## src/rtl/pla_pkg.sv

```systemverilog
package pla_pkg;

  // 2-bit literal code per input inside a product term
  typedef enum logic [1:0] {
    LIT_OFF  = 2'b00,  // input ignored
    LIT_POS  = 2'b01,  // input used as is
    LIT_NEG  = 2'b10,  // input used inverted
    LIT_KILL = 2'b11   // term forced low
  } lit_e;

  localparam int LIT_W = 2;

  // Contribution of one literal to its product term
  function automatic logic lit_pass(input logic [LIT_W-1:0] code, input logic bit_v);
    logic r;
    unique case (lit_e'(code))
      LIT_OFF:  r = 1'b1;
      LIT_POS:  r = bit_v;
      LIT_NEG:  r = ~bit_v;
      default:  r = 1'b0;
    endcase
    return r;
  endfunction

  function automatic int idx_width(input int n);
    return (n > 1) ? $clog2(n) : 1;
  endfunction

endpackage

```

## src/rtl/pla_cfg_store.sv

```systemverilog
module pla_cfg_store
  import pla_pkg::*;
#(
  parameter int N_IN   = 4,
  parameter int N_TERM = 8,
  parameter int N_OUT  = 4,
  localparam int AW     = LIT_W * N_IN,
  localparam int TIDX_W = idx_width(N_TERM)
) (
  input  logic                    clk,
  input  logic                    rst,
  input  logic                    we,
  input  logic [TIDX_W-1:0]       idx,
  input  logic [AW-1:0]           and_word,
  input  logic [N_OUT-1:0]        or_word,
  output logic [N_TERM*AW-1:0]    and_flat,
  output logic [N_TERM*N_OUT-1:0] or_flat
);

  // One register pair per term; all are read in parallel by the planes.
  for (genvar t = 0; t < N_TERM; t++) begin : g_term
    logic [AW-1:0]    and_q;
    logic [N_OUT-1:0] or_q;
    logic             hit;

    assign hit = we && (idx == TIDX_W'(t));

    always_ff @(posedge clk) begin
      if (rst) begin
        and_q <= '0;
        or_q  <= '0;
      end else if (hit) begin
        and_q <= and_word;
        or_q  <= or_word;
      end
    end

    assign and_flat[t*AW +: AW]       = and_q;
    assign or_flat[t*N_OUT +: N_OUT]  = or_q;
  end

endmodule

```

## src/rtl/pla_and_plane.sv

```systemverilog
module pla_and_plane
  import pla_pkg::*;
#(
  parameter int N_IN   = 4,
  parameter int N_TERM = 8,
  localparam int AW    = LIT_W * N_IN
) (
  input  logic [N_IN-1:0]      data_in,
  input  logic [N_TERM*AW-1:0] and_flat,
  output logic [N_TERM-1:0]    term_vec
);

  for (genvar t = 0; t < N_TERM; t++) begin : g_term
    logic [N_IN-1:0] pass;
    for (genvar i = 0; i < N_IN; i++) begin : g_lit
      assign pass[i] = lit_pass(and_flat[t*AW + i*LIT_W +: LIT_W], data_in[i]);
    end
    // Empty product (all absent) is the AND identity: 1
    assign term_vec[t] = &pass;
  end

endmodule

```

## src/rtl/pla_or_plane.sv

```systemverilog
module pla_or_plane #(
  parameter int N_TERM = 8,
  parameter int N_OUT  = 4
) (
  input  logic [N_TERM-1:0]       term_vec,
  input  logic [N_TERM*N_OUT-1:0] or_flat,
  output logic [N_OUT-1:0]        data_out
);

  for (genvar o = 0; o < N_OUT; o++) begin : g_out
    logic [N_TERM-1:0] sel;
    for (genvar t = 0; t < N_TERM; t++) begin : g_sel
      assign sel[t] = term_vec[t] & or_flat[t*N_OUT + o];
    end
    // Empty sum is the OR identity: 0
    assign data_out[o] = |sel;
  end

endmodule

```

## src/rtl/pla_core.sv

```systemverilog
module pla_core
  import pla_pkg::*;
#(
  parameter int N_IN   = 4,
  parameter int N_TERM = 8,
  parameter int N_OUT  = 4,
  localparam int AW     = LIT_W * N_IN,
  localparam int TIDX_W = idx_width(N_TERM)
) (
  input  logic              clk,
  input  logic              rst,
  input  logic              cfg_we,
  input  logic [TIDX_W-1:0] cfg_term_idx,
  input  logic [AW-1:0]     cfg_and_word,
  input  logic [N_OUT-1:0]  cfg_or_word,
  input  logic [N_IN-1:0]   data_in,
  output logic [N_OUT-1:0]  data_out
);

  logic [N_TERM*AW-1:0]    and_flat;
  logic [N_TERM*N_OUT-1:0] or_flat;
  logic [N_TERM-1:0]       term_vec;

  pla_cfg_store #(
    .N_IN  (N_IN),
    .N_TERM(N_TERM),
    .N_OUT (N_OUT)
  ) cfg_i (
    .clk     (clk),
    .rst     (rst),
    .we      (cfg_we),
    .idx     (cfg_term_idx),
    .and_word(cfg_and_word),
    .or_word (cfg_or_word),
    .and_flat(and_flat),
    .or_flat (or_flat)
  );

  pla_and_plane #(
    .N_IN  (N_IN),
    .N_TERM(N_TERM)
  ) and_i (
    .data_in (data_in),
    .and_flat(and_flat),
    .term_vec(term_vec)
  );

  pla_or_plane #(
    .N_TERM(N_TERM),
    .N_OUT (N_OUT)
  ) or_i (
    .term_vec(term_vec),
    .or_flat (or_flat),
    .data_out(data_out)
  );

endmodule

```

## config.mk

```make
export PLATFORM = sky130hd
export DESIGN_NAME = pla_core
export DESIGN_NICKNAME = d
export VERILOG_FILES = /design/src/rtl/pla_pkg.sv /design/src/rtl/pla_cfg_store.sv /design/src/rtl/pla_and_plane.sv /design/src/rtl/pla_or_plane.sv /design/src/rtl/pla_core.sv
export SDC_FILE = /design/constraint.sdc
export NUM_CORES = 1
export LEC_CHECK = 0
export BUFFER_PORTS_ARGS = -buffer_cell sky130_fd_sc_hd__buf_4
export CORE_UTILIZATION = 28
export CTS_BUF_LIST = sky130_fd_sc_hd__clkbuf_8 sky130_fd_sc_hd__clkbuf_16
export DETAILED_ROUTE_END_ITERATION = 12
export GPL_ROUTABILITY_DRIVEN = 1
export GPL_TIMING_DRIVEN = 0
export PLACE_DENSITY_LB_ADDON = 0.05
export SETUP_SLACK_MARGIN = 0.4
export SYNTH_ARGS = -nofsm -noshare
export SYNTH_HDL_FRONTEND = slang
export SYNTH_SLANG_ARGS = --single-unit
```

## constraint.sdc

```tcl
create_clock -name clk -period 1.7 [get_ports clk]
set_clock_uncertainty 0.2 [all_clocks]
set_input_delay 0.34 -clock clk [delete_from_list [all_inputs] [get_ports clk]]
set_output_delay 0.34 -clock clk [all_outputs]
set_load 0.05 [all_outputs]
```

==> results.md <==
| Step | Parameter | Value |
|---|---|---|
| synth | Post-Synthesis Cell Area | 4138 sq um |
| route | Router iterations before antenna repair | 4 |
| clocking | Number of setup buffers added after CTS | 0 |
| placement | Total of buffers placed on input and output ports | 6 |
| placement | DP Wirelength | 9152 um |
| grt | Number of antenna violations at the first check in global routing | 0 |
| outcome | Violations in the final reports | setup timing |
| timing | Final hold violations | 0 |
| floorplanning | Core footprint | 14480 sq um |
| critical path | Critical-path cell with the highest stage delay | sky130_fd_sc_hd__dfxtp_2 |
| timing | Max transition margin | 58.50% |
| synth | Top cells by area, synth | sky130_fd_sc_hd__dfxtp_1, sky130_fd_sc_hd__nand2_1, sky130_fd_sc_hd__a21oi_1 |
| synth | Post-synthesis cell count | 514 |
| route | Average vias per placed instance | 4.963 |
| floorplanning | Number of standard-cell rows in the floorplan | 44 |
| grt | Combined global-route utilization of all metal layers | 19.53% |
| timing | Clock period minus worst slack | 2.129 ns |
| timing | PnR worst setup slack | -0.4289 ns |
| timing | Unrepaired setup endpoints after global routing | yes |
| critical path | Total buffers and inverters traversed by the critical path | 1 |
| synth | Count of synthesis-stage warnings from yosys | 0 |
| critical path | Gate family responsible for the most delay along the worst path | simple AND/OR/NAND/NOR gates |
| synth | Library cell with the largest summed area after synthesis | sky130_fd_sc_hd__dfxtp_1 |
| floorplanning | Area enclosed by the die boundary | 15270 sq um |
| critical path | Chain of cells forming the critical path | mux2i_1 -> and4_4 -> a22oi_2 -> nand4_1 -> buf_6 |
| clocking | Post-CTS Hold Buffers | 0 |
| outcome | Status | complete, but fails checks |
| clocking | Clock tree from TritonCTS | built |
| cells and area | Summed area of non-filler cells in the final layout | 5029 sq um |
| cells and area | Area growth from synthesis to final layout | 21.53% |
| grt | Number of global-route vias before repair | 3330 |
| pwr | Leak Pwr | 0.001751 uW |
| clocking | Number of clock sinks seen by CTS | 96 |
| route | Overall via count from detail_route | 3573 |
| placement | # placed instances | 704 |
| floorplanning | Horizontal die dimension | 123.6 um |
| floorplanning | Initial core utilization | 28.58% |
| critical path | CP Data Arrival Time | 1.59 ns |
| timing | Final setup violation count | 4 |
| grt | Pin count of the biggest net entering global routing | 16 |
| cells and area | Fill cell total of the finished layout | 1550 |
| critical path | Crit path kind | reg -> out |
| pwr | PwrDens | 1023 nW/um^2 |
| synth | Area fraction of the dominant cell type after synthesis | 46.45% |
| cells and area | Antenna Diode Count | 0 |
| min path | Min-delay worst type | in -> reg |
| clocking | Clock input transition at the sequential cells of the worst setup and hold paths | 0.07 ns |
| pwr | Peak supply drop | 0.5760 mV |
| synth | Number of flip-flops and latches in the synthesized netlist | 96 |
| clocking | Clock network latency to the later pin of the worst-skew pair | 0.35 ns |
| timing | Highest attainable clock frequency | 0.4697 GHz |
| placement | Routability cong. | 0.7330 |
| cells and area | Layout cells sized above 1 | 22.57% |
| critical path | Crit path largest cell delay | 0.32 ns |
| grt | Wire length of the first global-routing pass | 20760 um |
| timing | Final period util | 125.2% |
| synth | EDFF count, synth | 0 |
| placement | Cell area after placement | 4559 sq um |
| timing | Max-slew violation total from the final report | 0 |
| synth | Post-Synthesis Net Count | 536 |
| critical path | Category of the worst setup path capture point | primary output |
| grt | Global route total overflow | 0 |
| floorplanning | I/O pins | 26 |
| route | Average routed wire per standard cell | 19.16 um |
| clocking | Clock H-tree levels | 3 |
| route | Post-detailed-route count of antenna-violating nets | 0 |
| critical path | Kind of start point of the critical path | flip-flop |
| clocking | Num CTS Buffers | 9 |
| pwr | Power, Total | 5145 uW |
| cells and area | Fraction of the core area covered by cells at the end of the flow | 34.73% |
| synth | Commonest register cell after synthesis | sky130_fd_sc_hd__dfxtp_1 |
| cells and area | Number of cells in the finished layout apart from fillers | 720 |
| route | Detailed Route Iter0 Violations | 257 |
| synth | Async S/R FF share, synth | 0% |
| clocking | Root buf cell | sky130_fd_sc_hd__clkbuf_16 |
| synth | Seq/Total Area, Yosys | 46.45% |
| critical path | Critical Path Fanout Max | 4 |
| timing | Worst Max-Slew Pin Slew | 0.6225 ns |
| route | Drt total wl | 13790 um |
| cells and area | Count of nets after finishing | 553 |
| critical path | Required time reported for the critical path endpoint | 1.16 ns |
| floorplanning | Die Span Y | 123.6 um |
| job | Max capacitance violation total | 0 |
| synth | Distinct cell type count after synthesis | 21 |
| clocking | Number of buffers between clock root and the deepest sink | 2 |
| route | Number of design rule violations left after detail routing | 0 |
| synth | Average instance area after synthesis | 8.050 sq um |
==> cells in the mapped netlist (5+ instances only) <==
cell,number
sky130_fd_sc_hd__dfxtp_1,96
sky130_fd_sc_hd__a21oi_1,96
sky130_fd_sc_hd__buf_6,12
sky130_fd_sc_hd__nand4_1,5
sky130_fd_sc_hd__buf_4,11
sky130_fd_sc_hd__a22oi_1,16
sky130_fd_sc_hd__mux2i_1,32
sky130_fd_sc_hd__clkbuf_1,13
sky130_fd_sc_hd__buf_2,9
sky130_fd_sc_hd__and4_1,8
sky130_fd_sc_hd__nand2_1,196
==> worst paths after layout <==
path | startpoint | endpoint | slack, ns | cells past startpoint
worst max-delay path | cfg_i.g_term[7].and_q[3] | data_out[0] | -0.43 | 5
worst max register to register | cfg_i.g_term[7].or_q[3] | cfg_i.g_term[7].or_q[3] | 0.85 | 2
worst min-delay path | cfg_or_word[1] | cfg_i.g_term[5].or_q[1] | 0.06 | 3
worst min register to register | cfg_i.g_term[3].and_q[5] | cfg_i.g_term[3].and_q[5] | 0.25 | 2
==> placed cells by master, fill, tap and decap left out, types with 3 or more instances in the layout <==
cell and count:
sky130_fd_sc_hd__clkbuf_16 9, sky130_fd_sc_hd__clkinv_2 3, sky130_fd_sc_hd__buf_6 26, sky130_fd_sc_hd__nand2_1 196, sky130_fd_sc_hd__nor2_2 3, sky130_fd_sc_hd__buf_4 6, sky130_fd_sc_hd__mux2i_1 31, sky130_fd_sc_hd__clkbuf_2 6
sky130_fd_sc_hd__dfxtp_1 76, sky130_fd_sc_hd__nor2_4 4, sky130_fd_sc_hd__clkbuf_1 7, sky130_fd_sc_hd__nor2b_4 3, sky130_fd_sc_hd__a21oi_1 96, sky130_fd_sc_hd__nand4_1 5, sky130_fd_sc_hd__dfxtp_2 20, sky130_fd_sc_hd__and4_4 8
sky130_fd_sc_hd__nand2b_4 3, sky130_fd_sc_hd__a22oi_2 14, sky130_fd_sc_hd__buf_2 3
==> metal layers <==
metal  routed length, um  share of wire (%)  vias up  global-route usage [%]
li1                    -                  -     1745                       -
met5                   0                  0        -                       0
met4                 254                1.8        0                   7.982
met2                5793                 42       84                   27.44
met1                6945                 50     1728                   28.79
met3                 799                5.8       16                   3.644
==> registers in the layout, summed over array words and instances, names as in the netlist <==
name,cells
cfg_i.g_term.and_q,64
cfg_i.g_term.or_q,32
==> metrics by stage <==
stage	hold WS (ns)	TNS, ns	worst slack [ns]
after floorplan	0.2357	-1.161	-0.2902
after global placement	0.2404	-1.847	-0.4928
after detailed placement	0.2458	-1.810	-0.4992
after CTS	0.05522	-1.809	-0.4788
after global routing	0.06191	-1.933	-0.5106
final	0.06398	-1.634	-0.4289
==> layout make-up <==
| type | count | area, sq um | area share [%] |
|---|---|---|---|
| multi-input cells | 373 | 2066 | 41.08 |
| flip-flops and latches | 96 | 1947 | 38.72 |
| plain buffers | 45 | 404.1 | 8.037 |
| clock buffers | 10 | 239.0 | 4.752 |
| well taps | 184 | 230.2 | 4.578 |
| clock inverters | 6 | 82.58 | 1.642 |
| repair buffers | 6 | 60.06 | 1.194 |
==> kinds of logic after synthesis <==
logic type | Yosys count | synth area share, %
compound gates | 112 | 14.51
buf+inv | 45 | 7.530
flops | 96 | 46.45
mux | 32 | 7.741
simple gates | 229 | 23.77
==> worst reg2reg max path, delay by kind of cell (launching register included) <==
| family | cells | cell delay (ns) |
|---|---|---|
| AO/OA/AOI/OAI | 1 | 0.13 |
| AND/OR/NAND/NOR | 1 | 0.07 |
| flip-flops | 1 | 0.39 |
==> repair_timing <==
action                                  4_1_cts  5_1_grt
endpoints found under the setup margin        4       18
pin swaps                                    10       12
endpoints found under the hold margin         0        0
gates resized for setup                      44       14
==> power breakdown <==
part,leakage (uW),switching (uW),internal (uW)
logic,0.000806,361,207
clock network,0.000158,930,1320
registers,0.000787,26.5,2300
(Power assumes the default switching activity.)
